--- config.mk ---
export PLATFORM = sky130hd
export DESIGN_NAME = aclk_gen
export DESIGN_NICKNAME = d
export VERILOG_FILES = /design/src/rtl/aclk_pkg.sv /design/src/rtl/aclk_ctrl.sv /design/src/rtl/aclk_data.sv /design/src/rtl/aclk_gen.sv
export SDC_FILE = /design/constraint.sdc
export NUM_CORES = 1
export LEC_CHECK = 0
export ABC_AREA = 1
export BUFFER_PORTS_ARGS = -buffer_cell sky130_fd_sc_hd__buf_4
export CAP_MARGIN = 20
export CORE_MARGIN = 10
export CORE_UTILIZATION = 39
export CTS_BUF_LIST = sky130_fd_sc_hd__clkbuf_16
export CTS_CLUSTER_DIAMETER = 200
export CTS_CLUSTER_SIZE = 28
export DETAILED_ROUTE_END_ITERATION = 12
export PLACE_DENSITY = 0.56
export SLEW_MARGIN = 0
export SYNTH_ARGS = -nofsm -noshare
export SYNTH_HDL_FRONTEND = slang
export SYNTH_HIERARCHICAL = 1
export SYNTH_SLANG_ARGS = --single-unit
--- constraint.sdc ---
create_clock -name mclk -period 2.83 [get_ports mclk]
set_clock_uncertainty 0.05 [all_clocks]
set_input_delay 0.4245 -clock mclk [delete_from_list [all_inputs] [get_ports mclk]]
set_output_delay 0.4245 -clock mclk [all_outputs]
set_load 0.1 [all_outputs]
--- src/rtl/aclk_pkg.sv ---
package aclk_pkg;
  typedef struct packed {
    logic master;
    logic restart;
    logic bitToggle;
    logic frameToggle;
  } clkStrobe_t;
endpackage

--- src/rtl/aclk_ctrl.sv ---
module aclk_ctrl
  import aclk_pkg::*;
#(
  parameter int BCLK_PER_FRAME = 64
) (
  input  logic       mclk,
  input  logic       rstN,
  input  logic       pdnN,
  input  logic       modePin,
  input  logic       modeBit,
  input  logic [1:0] ratioSel,
  output clkStrobe_t strobe,
  output logic       masterQ
);
  // toggles of the bit clock per frame-clock half period
  localparam int TOGS = BCLK_PER_FRAME;
  localparam int TW   = $clog2(TOGS);

  logic [1:0]    ratioQ;
  logic [2:0]    divCnt;
  logic [2:0]    halfLen;
  logic [TW-1:0] togCnt;

  always_comb begin
    // half period in master clocks: 2, 3, 4, 6
    halfLen = (ratioSel[0] ? 3'd3 : 3'd2) << ratioSel[1];
    strobe.master      = pdnN & (modePin | modeBit);
    strobe.restart     = (strobe.master != masterQ) || (ratioSel != ratioQ);
    strobe.bitToggle   = strobe.master && !strobe.restart && (divCnt == halfLen - 3'd1);
    strobe.frameToggle = strobe.bitToggle && (togCnt == TW'(TOGS - 1));
  end

  always_ff @(posedge mclk or negedge rstN) begin
    if (!rstN) begin
      masterQ <= 1'b0;
      ratioQ  <= 2'b00;
      divCnt  <= '0;
      togCnt  <= '0;
    end else begin
      masterQ <= strobe.master;
      ratioQ  <= ratioSel;
      if (!strobe.master || strobe.restart) begin
        divCnt <= '0;
        togCnt <= '0;
      end else if (strobe.bitToggle) begin
        divCnt <= '0;
        togCnt <= strobe.frameToggle ? '0 : togCnt + 1'b1;
      end else begin
        divCnt <= divCnt + 3'd1;
      end
    end
  end
endmodule

--- src/rtl/aclk_data.sv ---
module aclk_data
  import aclk_pkg::*;
#(
  parameter int LOCK_WIN = 1024
) (
  input  logic       mclk,
  input  logic       rstN,
  input  clkStrobe_t strobe,
  input  logic       pdnN,
  input  logic       convEn,
  input  logic       runBit,
  input  logic       lrclkIn,
  output logic       bclkOut,
  output logic       lrclkOut,
  output logic       ready
);
  localparam int WW = $clog2(LOCK_WIN + 1);

  logic [2:0]    syncQ;
  logic          riseSeen;
  logic [WW-1:0] winCnt;
  logic          seenOne;
  logic          present;

  assign riseSeen = syncQ[1] & ~syncQ[2];

  // generated clocks
  always_ff @(posedge mclk or negedge rstN) begin
    if (!rstN) begin
      bclkOut  <= 1'b0;
      lrclkOut <= 1'b0;
    end else if (!strobe.master || strobe.restart) begin
      bclkOut  <= 1'b0;
      lrclkOut <= 1'b0;
    end else begin
      if (strobe.bitToggle)   bclkOut  <= ~bclkOut;
      if (strobe.frameToggle) lrclkOut <= ~lrclkOut;
    end
  end

  // incoming frame clock detector
  always_ff @(posedge mclk or negedge rstN) begin
    if (!rstN) begin
      syncQ   <= '0;
      winCnt  <= '0;
      seenOne <= 1'b0;
      present <= 1'b0;
      ready   <= 1'b0;
    end else begin
      syncQ <= {syncQ[1:0], lrclkIn};
      ready <= pdnN & convEn & runBit & (strobe.master | present);
      if (strobe.master) begin
        winCnt  <= '0;
        seenOne <= 1'b0;
        present <= 1'b0;
      end else if (riseSeen) begin
        if (seenOne) present <= 1'b1;
        seenOne <= 1'b1;
        winCnt  <= '0;
      end else begin
        if (winCnt < WW'(LOCK_WIN)) winCnt <= winCnt + 1'b1;
        if (winCnt >= WW'(LOCK_WIN - 1)) begin
          present <= 1'b0;
          seenOne <= 1'b0;
        end
      end
    end
  end
endmodule

--- src/rtl/aclk_gen.sv ---
module aclk_gen
  import aclk_pkg::*;
#(
  parameter int BCLK_PER_FRAME = 64,
  parameter int LOCK_WIN       = 1024
) (
  input  logic       mclk,
  input  logic       rstN,
  input  logic       pdnN,
  input  logic       modePin,
  input  logic       modeBit,
  input  logic [1:0] ratioSel,
  input  logic       convEn,
  input  logic       runBit,
  input  logic       lrclkIn,
  output logic       bclkOut,
  output logic       lrclkOut,
  output logic       clkOe,
  output logic       ready
);
  clkStrobe_t strobe;

  aclk_ctrl #(.BCLK_PER_FRAME(BCLK_PER_FRAME)) u_ctrl (
    .mclk(mclk), .rstN(rstN), .pdnN(pdnN), .modePin(modePin),
    .modeBit(modeBit), .ratioSel(ratioSel), .strobe(strobe), .masterQ(clkOe)
  );

  aclk_data #(.LOCK_WIN(LOCK_WIN)) u_data (
    .mclk(mclk), .rstN(rstN), .strobe(strobe), .pdnN(pdnN), .convEn(convEn),
    .runBit(runBit), .lrclkIn(lrclkIn), .bclkOut(bclkOut),
    .lrclkOut(lrclkOut), .ready(ready)
  );
endmodule

# == Word-level counts from Yosys, hierarchy flattened ==
# Index checks and enable logic that the tools add are counted.
# word_totals
ff_bits,31
in_bits,10
out_inout_bits,4
wordCells,64
# op_classes
add_sub_neg,4
magnitude_cmp,2
n_eq_ne,5
n_shift,1
mux,19
bitwise,10
reduce_logical,12
# op_table
op,count
two-way mux 11 bit,3
two-way mux 6 bit,3
adder 11 x 1 -> 11 bit (second input constant),1
>= comparator 11 x 10 -> 1 bit (second input constant),1
less-than comparator 11 bit (second input constant),1
two-way mux 1 bit,11
adder 6 x 1 -> 6 bit (second input constant),1
equality test 6 bit (second input constant),1
two-way mux 3 bit,2
nonzero test 3 bit,2
bitwise AND 1 bit,5
nonzero test 2 bit,2
adder 3 x 1 -> 3 bit (second input constant),1
equality test 3 bit,1
logical AND 1 bit,3
inequality test 3 bit (second input constant),1
NOT 1 bit,3
left shift 3 x 1 -> 3 bit,1
subtractor 3 x 1 -> 3 bit (second input constant),1
logical NOT 1 bit,2
logical OR 1 bit,2
inequality test 2 bit,1
OR 1 bit,2
AND reduction 2 bit,1
inequality test 1 bit,1

# == Depth between registers and ports, before layout ==
# Gate-level depths: netlist of run 1.
# depth
word_depth,11
mapped_depth,10
depth_no_buf,10

# == By module ==
# Netlist of run 1, hierarchy kept.
# by_module_without_submodules
module,n_inst,cells_each,area_each_um2,seq_area_each_um2
aclk_data,1,97,900.9,475.5
aclk_ctrl,1,96,734.5,300.3

# == Worst setup path before layout of run 1 ==
# OpenSTA, ideal clock, no wires.
# synth_timing
kind,register -> register
from,reg u_ctrl.masterQ
to,reg u_data.lrclkOut
setup_ps,121
arrival_ps,1710
required_ps,2659
slack_ps,949
stages_incl_launch_ff,7
n_path_buf,0
period_less_slack_ps,1881
path_cell_list,dfrtp_1 inv_1 or2_2 nand3_1 or2_1 a21oi_1 o21a_1
# synth_lines
item,line,source
start: declaration,aclk_ctrl.sv:13,output logic masterQ
start signal: assignment,aclk_ctrl.sv:40,masterQ <= strobe.master;
end signal: assignment,aclk_data.sv:37,if (strobe.frameToggle) lrclkOut <= ~lrclkOut;
end: declaration,aclk_data.sv:14,"output logic lrclkOut,"

==> metrics.md, run 1 <==
| Metric | Value |
|---|---|
| Outcome | complete, no violations |
| Rows | 23 |
| NumNets Final | 228 |
| RSZ-0062 raised after global routing | no |
| Overall Power | 0.00105 W |
| Largest net degree at the start of global routing | 32 |
| CP arrival | 1780 ps |
| Core ar. | 0.00403 mm^2 |
| CP max-delay cell | dfrtp_1 |
| Reg-to-Reg Start | u_ctrl/togCnt[0]$_DFFE_PN0P_ |
| Yosys warnings | 6 |
| Gpl congestion | 0.822 |
| Global-route layer with the greatest usage | met2 |
| First-pass GRT wire length | 5260 um |
| Data required time at the worst endpoint | 2950 ps |
| Crit Path Class | reg -> reg |
| Vert. Die Dim | 84.8 um |
| Grt met1 use | 9.31% |
| Post-route minimum period | 1660 ps |
| Initial drt markers | 43 |
| Cell Area, Synth | 0.00164 mm^2 |
| Detailed Place HPWL | 2360 um |
| Hold Buf Count CTS | 0 |
| Rel. slew slack | 73.4% |
| GRT overflow | 0 |
| Clock Latency Late Sink | 270 ps |
| Period utilization | 58.7% |
| DR pass1 iterations | 4 |
| CTS buffer count | 5 |
| Initial Util | 40.6% |
| Antenna violations before repair | 0 |
| Crit path max fanout | 4 |
| Distinct cell type count after synthesis | 29 |
| Avg Vias per Cell | 4.81 |
| Final Hold Viols | 0 |
| # DRC | 0 |
| Antenna violation net count after detailed routing | 0 |
| Post-CTS Setup Bufs | 0 |
| MaxCap Viol Count | 0 |
| M2 GR Usage | 14.8% |
| Met3 GRT Util | 4.15% |
| Pwr/cell area | 545 mW/mm^2 |
| Area grow syn2layout | 18.2% |
| Post-synth EDFFs | 0 |
| Fmax | 0.602 GHz |
| Critical Path Source Type | register |
| Final WL | 3140 um |
| Max Slew Vio Count | 0 |
| Post-route insts no fill | 264 |
| Primary FF master, synth | dfrtp_1 |
| Inst Count DP | 256 |
| CTS tree | yes |
| Layout cells sized above 1 | 22.0% |
| Crit. End Element | register |
| FF+latch count, synth | 31 |
| Reg2Reg Setup Slack | 1170 ps |
| Reg2reg path depth | 7 |
| # clock sinks | 31 |
| Number of global-route vias before repair | 1237 |
| Hold/Removal Path Class | in -> async |
| PnR worst setup slack | 1170 ps |
| Full die area | 0.00718 mm^2 |
| VDD IR-drop max | 316 uV |
| Mean area per synthesized cell | 8.47 um^2 |
| H-tree Lvls | 2 |
| DP Worst Slack | 944 ps |
| Total global-route track usage | 9.12% |
| Top delay family on crit path | simple AND/OR/NAND/NOR gates |
| Final Util | 48.0% |
| Worst path cell trace | ha_1 > nand3_1 > nor2_1 > nand2_1 > nor3_1 > a21oi_1 > o21a_1 |
| I/O pin count | 14 |
| Actual slew at the worst max-slew pin | 399 ps |
| Post-cts sizing count | 0 |
| Delay of the slowest critical-path stage | 380 ps |
| Asr flop ratio synth | 100% |
| Clk pin slew, worst setup/hold paths | 50 ps |
| Routed vias | 1271 |
| Port bufs | 13 |
| Post-Syn Nets | 208 |
| CTS max path bufs | 2 |
| Die X | 84.8 um |
| Wire length per cell | 11.9 um |
| TNS Setup | 0 ps |
| Leak | 0.949 nW |
| RR Endpoint | u_data/lrclkOut$_DFFE_PN0P_ |
| Clock root buffer | clkbuf_16 |
| Cells after Synth | 193 |
| Seq/Total Area, Yosys | 47.4% |
| # setup viols final | 0 |
| ANT cells | 0 |
| Buf/Inv on CP | 0 |
==> flip-flops by register name (all words and copies together) (netlist names) <==
name / count
u_data/lrclkOut: 1
u_data/seenOne: 1
u_data/present: 1
u_ctrl/ratioQ: 2
u_data/ready: 1
u_ctrl/togCnt: 6
u_ctrl/divCnt: 3
u_data/syncQ: 3
u_data/bclkOut: 1
u_data/winCnt: 11
u_ctrl/masterQ: 1
==> report_power, final <==
part           leakage [nW]  internal (W)  switching (W)   total, W
sequential            0.416      0.000456      0.0000100   0.000466
clock                0.0762      0.000317       0.000181   0.000498
combinational         0.457     0.0000313      0.0000584  0.0000897
==> cells by family after synthesis <==
logic type / synth area share, %
AO/OA/AOI/OAI: 7.50
XOR/XNOR: 2.68
adder cells (fa/ha/maj): 3.83
buffers and inverters: 6.35
flip-flops: 47.4
AND/OR/NAND/NOR: 32.2
==> worst max path at each step <==
stage                                 start                          end  slack [ps]  cells after the start
2_1_floorplan      u_ctrl/masterQ$_DFF_PN0_  u_data/lrclkOut$_DFFE_PN0P_         950                      6
3_3_place_gp                    ratioSel[0]  u_data/lrclkOut$_DFFE_PN0P_        1000                      9
3_5_place_dp                    ratioSel[0]  u_data/lrclkOut$_DFFE_PN0P_         940                      9
4_1_cts        u_ctrl/togCnt[0]$_DFFE_PN0P_  u_data/lrclkOut$_DFFE_PN0P_        1150                      7
5_1_grt        u_ctrl/togCnt[0]$_DFFE_PN0P_  u_data/lrclkOut$_DFFE_PN0P_        1020                      7
6_report       u_ctrl/togCnt[0]$_DFFE_PN0P_  u_data/lrclkOut$_DFFE_PN0P_        1170                      7
==> placed cells by master, fill, tap and decap left out, drive strengths merged <==
cell type | netlist | layout
clkinv | 0 | 1
o21a | 2 | 2
a21oi | 9 | 9
nand3 | 13 | 13
o22ai | 1 | 1
inv | 27 | 29
nand2 | 60 | 60
dfrtp | 31 | 31
xnor2 | 3 | 3
xor2 | 2 | 2
o21bai | 1 | 1
buf | 0 | 13
or2 | 2 | 2
nor2 | 27 | 27
ha | 5 | 5
nor3 | 3 | 3
clkbuf | 0 | 5
o21ai | 5 | 5
a22o | 1 | 1
o2111a | 1 | 1
==> metal layers <==
metal  part of all wire (%)  wire length (um)
met4                    2.2                68
met3                    5.0               158
met2                     50              1570
met5                      0                 0
met1                     43              1350
==> per-stage QoR <==
step	instance area, um^2	hold slack (ps)
floorplan	1640	78.9
global placement	1800	287
detailed placement	1800	285
CTS	1930	41.8
global route	1930	54.7
finish	1930	28.9
==> area by class of cell <==
class	instances	area, um^2
repair buffers	13	97.6
flip-flops and latches	31	776
inverters	27	104
multi-input cells	135	756
well taps	50	62.6
clock inverters	3	12.5
clock buffers	5	125
fillers	384	2100
==> synthesized netlist by cell type, types with 4 or more instances <==
cell,instances,area [um^2]
inv_2,4,15.0
nand3_1,9,45.0
dfrtp_1,31,776
nor2_4,6,67.6
nand2_2,6,37.5
nor2_1,18,67.6
ha_1,5,62.6
a21oi_1,9,45.0
nand2_1,53,199
inv_1,22,82.6
(Power assumes the default switching activity.)
==> run 2: changes to the inputs <==
clock period = 1.6 ns   (was 2.83 ns; I/O delays follow)
==> run 2 against run 1 <==
Against the previous run:
- fmax is 13% higher
- critical endpoint unchanged
- largest cell class unchanged
- first-iteration DRC count decreased by 9.3%
- via count down 3.4%
- highest routed layer unchanged
- global-route usage down 0.51 points
- final cell count is 1.9% higher
==> metrics.md, run 2 (synthesized netlist as in run 1, its figures left out) <==
| Metric | Value |
|---|---|
| Clock root buffer | clkbuf_16 |
| Reg2Reg Setup Slack | 130 ps |
| Antenna violations before repair | 0 |
| DR pass1 iterations | 4 |
| Initial Util | 40.6% |
| H-tree Lvls | 2 |
| Crit. End Element | register |
| # setup viols final | 0 |
| Layout cells sized above 1 | 25.1% |
| Final Hold Viols | 0 |
| Fmax | 0.682 GHz |
| I/O pin count | 14 |
| Reg2reg path depth | 7 |
| Hold_sp | lrclkIn |
| Reg-to-Reg Start | u_ctrl/togCnt[1]$_DFFE_PN0P_ |
| Gpl congestion | 0.768 |
| GRT overflow | 0 |
| Clock power share | 51.0% |
| CTS max path bufs | 2 |
| Port bufs | 13 |
| Largest net degree at the start of global routing | 32 |
| Footprint of the multi-input gates | 763 um^2 |
| Crit path max fanout | 3 |
| Full die area | 0.00718 mm^2 |
| Top delay family on crit path | simple AND/OR/NAND/NOR gates |
| # clock sinks | 31 |
| Placed inst area | 0.00183 mm^2 |
| Rel. slew slack | 73.4% |
| Most frequent cells in the layout | nand2_1, dfrtp_1, inv_1 |
| ANT cells | 0 |
| CP max-delay cell | dfrtp_1 |
| Internal power | 0.00159 W |
| Final WL | 2970 um |
| Gate power share | 8.2% |
| Critical Path Source Type | register |
| Vert. Die Dim | 84.8 um |
| Largest registers in the final layout | u_data/winCnt x11, u_ctrl/togCnt x6 |
| Final Instance Area | 0.00201 mm^2 |
| Clock Latency Late Sink | 270 ps |
| Delay of the slowest critical-path stage | 360 ps |
| Buf/Inv on CP | 0 |
| Wire length per cell | 11.0 um |
| CTS tree | yes |
| Area grow syn2layout | 22.8% |
| Largest reg by FF count | u_data/winCnt |
| RSZ-0062 raised after global routing | no |
| CP arrival | 1570 ps |
| Avg Vias per Cell | 4.57 |
| Hold Path Cell Cnt | 1 |
| Most common cell after layout, fill and taps aside | nand2_1 |
| Die X | 84.8 um |
| NumNets Final | 233 |
| Max Slew Vio Count | 0 |
| Register Area | 777 um^2 |
| Hold Path Sink | u_data/syncQ[0]$_DFF_PN0_ |
| Total global-route track usage | 8.61% |
| Fill cell count | 385 |
| # DRC | 0 |
| Power share of the sequential group | 40.8% |
| Rows | 23 |
| Detailed Place HPWL | 2270 um |
| Post-route minimum period | 1470 ps |
| Period utilization | 91.7% |
| Number of global-route vias before repair | 1235 |
| Clk pin slew, worst setup/hold paths | 50 ps |
| Initial drt markers | 39 |
| Pwr/cell area | 1010 mW/mm^2 |
| Worst path cell trace | ha_1 > nand3_1 > nor2_2 > nand2_1 > nor3_2 > a21oi_1 > o21a_1 |
| TNS Setup | 0 ps |
| VDD IR-drop max | 545 uV |
| Switching share of power | 21.2% |
| Routed vias | 1228 |
| MaxCap Viol Count | 0 |
| Post-CTS Setup Bufs | 0 |
| Data required time at the worst endpoint | 1700 ps |
| Antenna violation net count after detailed routing | 0 |
| Switching power of the nets | 0.000428 W |
| Crit Path Class | reg -> reg |
| RR Endpoint | u_data/lrclkOut$_DFFE_PN0P_ |
| CTS buffer count | 5 |
| Actual slew at the worst max-slew pin | 398 ps |
| Core ar. | 0.00403 mm^2 |
| Max FFs per register | 11 |
| Outcome | complete, no violations |
| Hold/Removal Path Class | in -> reg |
| Leak | 0.978 nW |
| First-pass GRT wire length | 5160 um |
-- run 2: per-layer routing --
metal | share of wire, % | up-vias | global-route usage [%] | wire length (um)
met5 | 0 | - | 0 | 0
met4 | 0.51 | 0 | 3.14 | 15
met3 | 2.4 | 2 | 2.71 | 70
met2 | 51 | 7 | 15.6 | 1530
met1 | 46 | 565 | 9.02 | 1350
li1 | - | 654 | - | -
-- run 2: power groups by stage --
stage	sequential, W	combinational, W	clock [W]
floorplan	0.000851	0.0000874	0
global placement	0.000836	0.000162	0
detailed placement	0.000837	0.000165	0
CTS	0.000824	0.000168	0.00105
global route	0.000826	0.000188	0.00109
finish	0.000824	0.000165	0.00103
-- run 2: final cells by class --
| cell class | count | share of cell area, % |
|---|---|---|
| sequential | 31 | 38.7 |
| multi-input combinational | 135 | 38.0 |
| timing repair buffer | 18 | 6.85 |
| clock buffer | 5 | 6.23 |
| inverter | 27 | 5.17 |
| tap | 50 | 3.12 |
| clock inverter | 3 | 1.93 |
-- run 2: how the worst max path moves through the flow --
stage	startpoint	end	slack [ps]	cells past startpoint
detailed placement	ratioSel[0]	u_data/bclkOut$_DFFE_PN0P_	-20	10
CTS	u_ctrl/togCnt[1]$_DFFE_PN0P_	u_data/lrclkOut$_DFFE_PN0P_	70	7
floorplan	u_ctrl/masterQ$_DFF_PN0_	u_data/lrclkOut$_DFFE_PN0P_	20	6
global placement	ratioSel[0]	u_data/bclkOut$_DFFE_PN0P_	-2	10
finish	u_ctrl/togCnt[1]$_DFFE_PN0P_	u_data/lrclkOut$_DFFE_PN0P_	130	7
global route	u_ctrl/togCnt[1]$_DFFE_PN0P_	u_data/lrclkOut$_DFFE_PN0P_	3	7
-- run 2: worst register-to-register path, stage by stage, from the launching register on --
cell and delay (ps):
dfrtp_1 360, ha_1 200, nand3_1 120, nor2_2 130, nand2_1 90, nor3_2 190, a21oi_1 100, o21a_1 110
-- run 2: metrics by stage --
stage	instances	hold WS (ps)	power (W)	util [%]	setup WS (ps)
6_report	269	27.3	0.00202	49.8	133
3_5_place_dp	260	152	0.00100	45.3	-19.4
5_1_grt	269	18.1	0.00210	49.8	2.63
2_1_floorplan	193	-106	0.000939	-	17.2
4_1_cts	269	20.3	0.00205	49.7	71.9
3_3_place_gp	260	149	0.000998	45.3	-2.39
-- run 2: timing repair --
action	CTS	global route
endpoints found under the hold margin	31	0
gates resized for setup	0	2
hold buffers	1	0
endpoints found under the setup margin	0	1
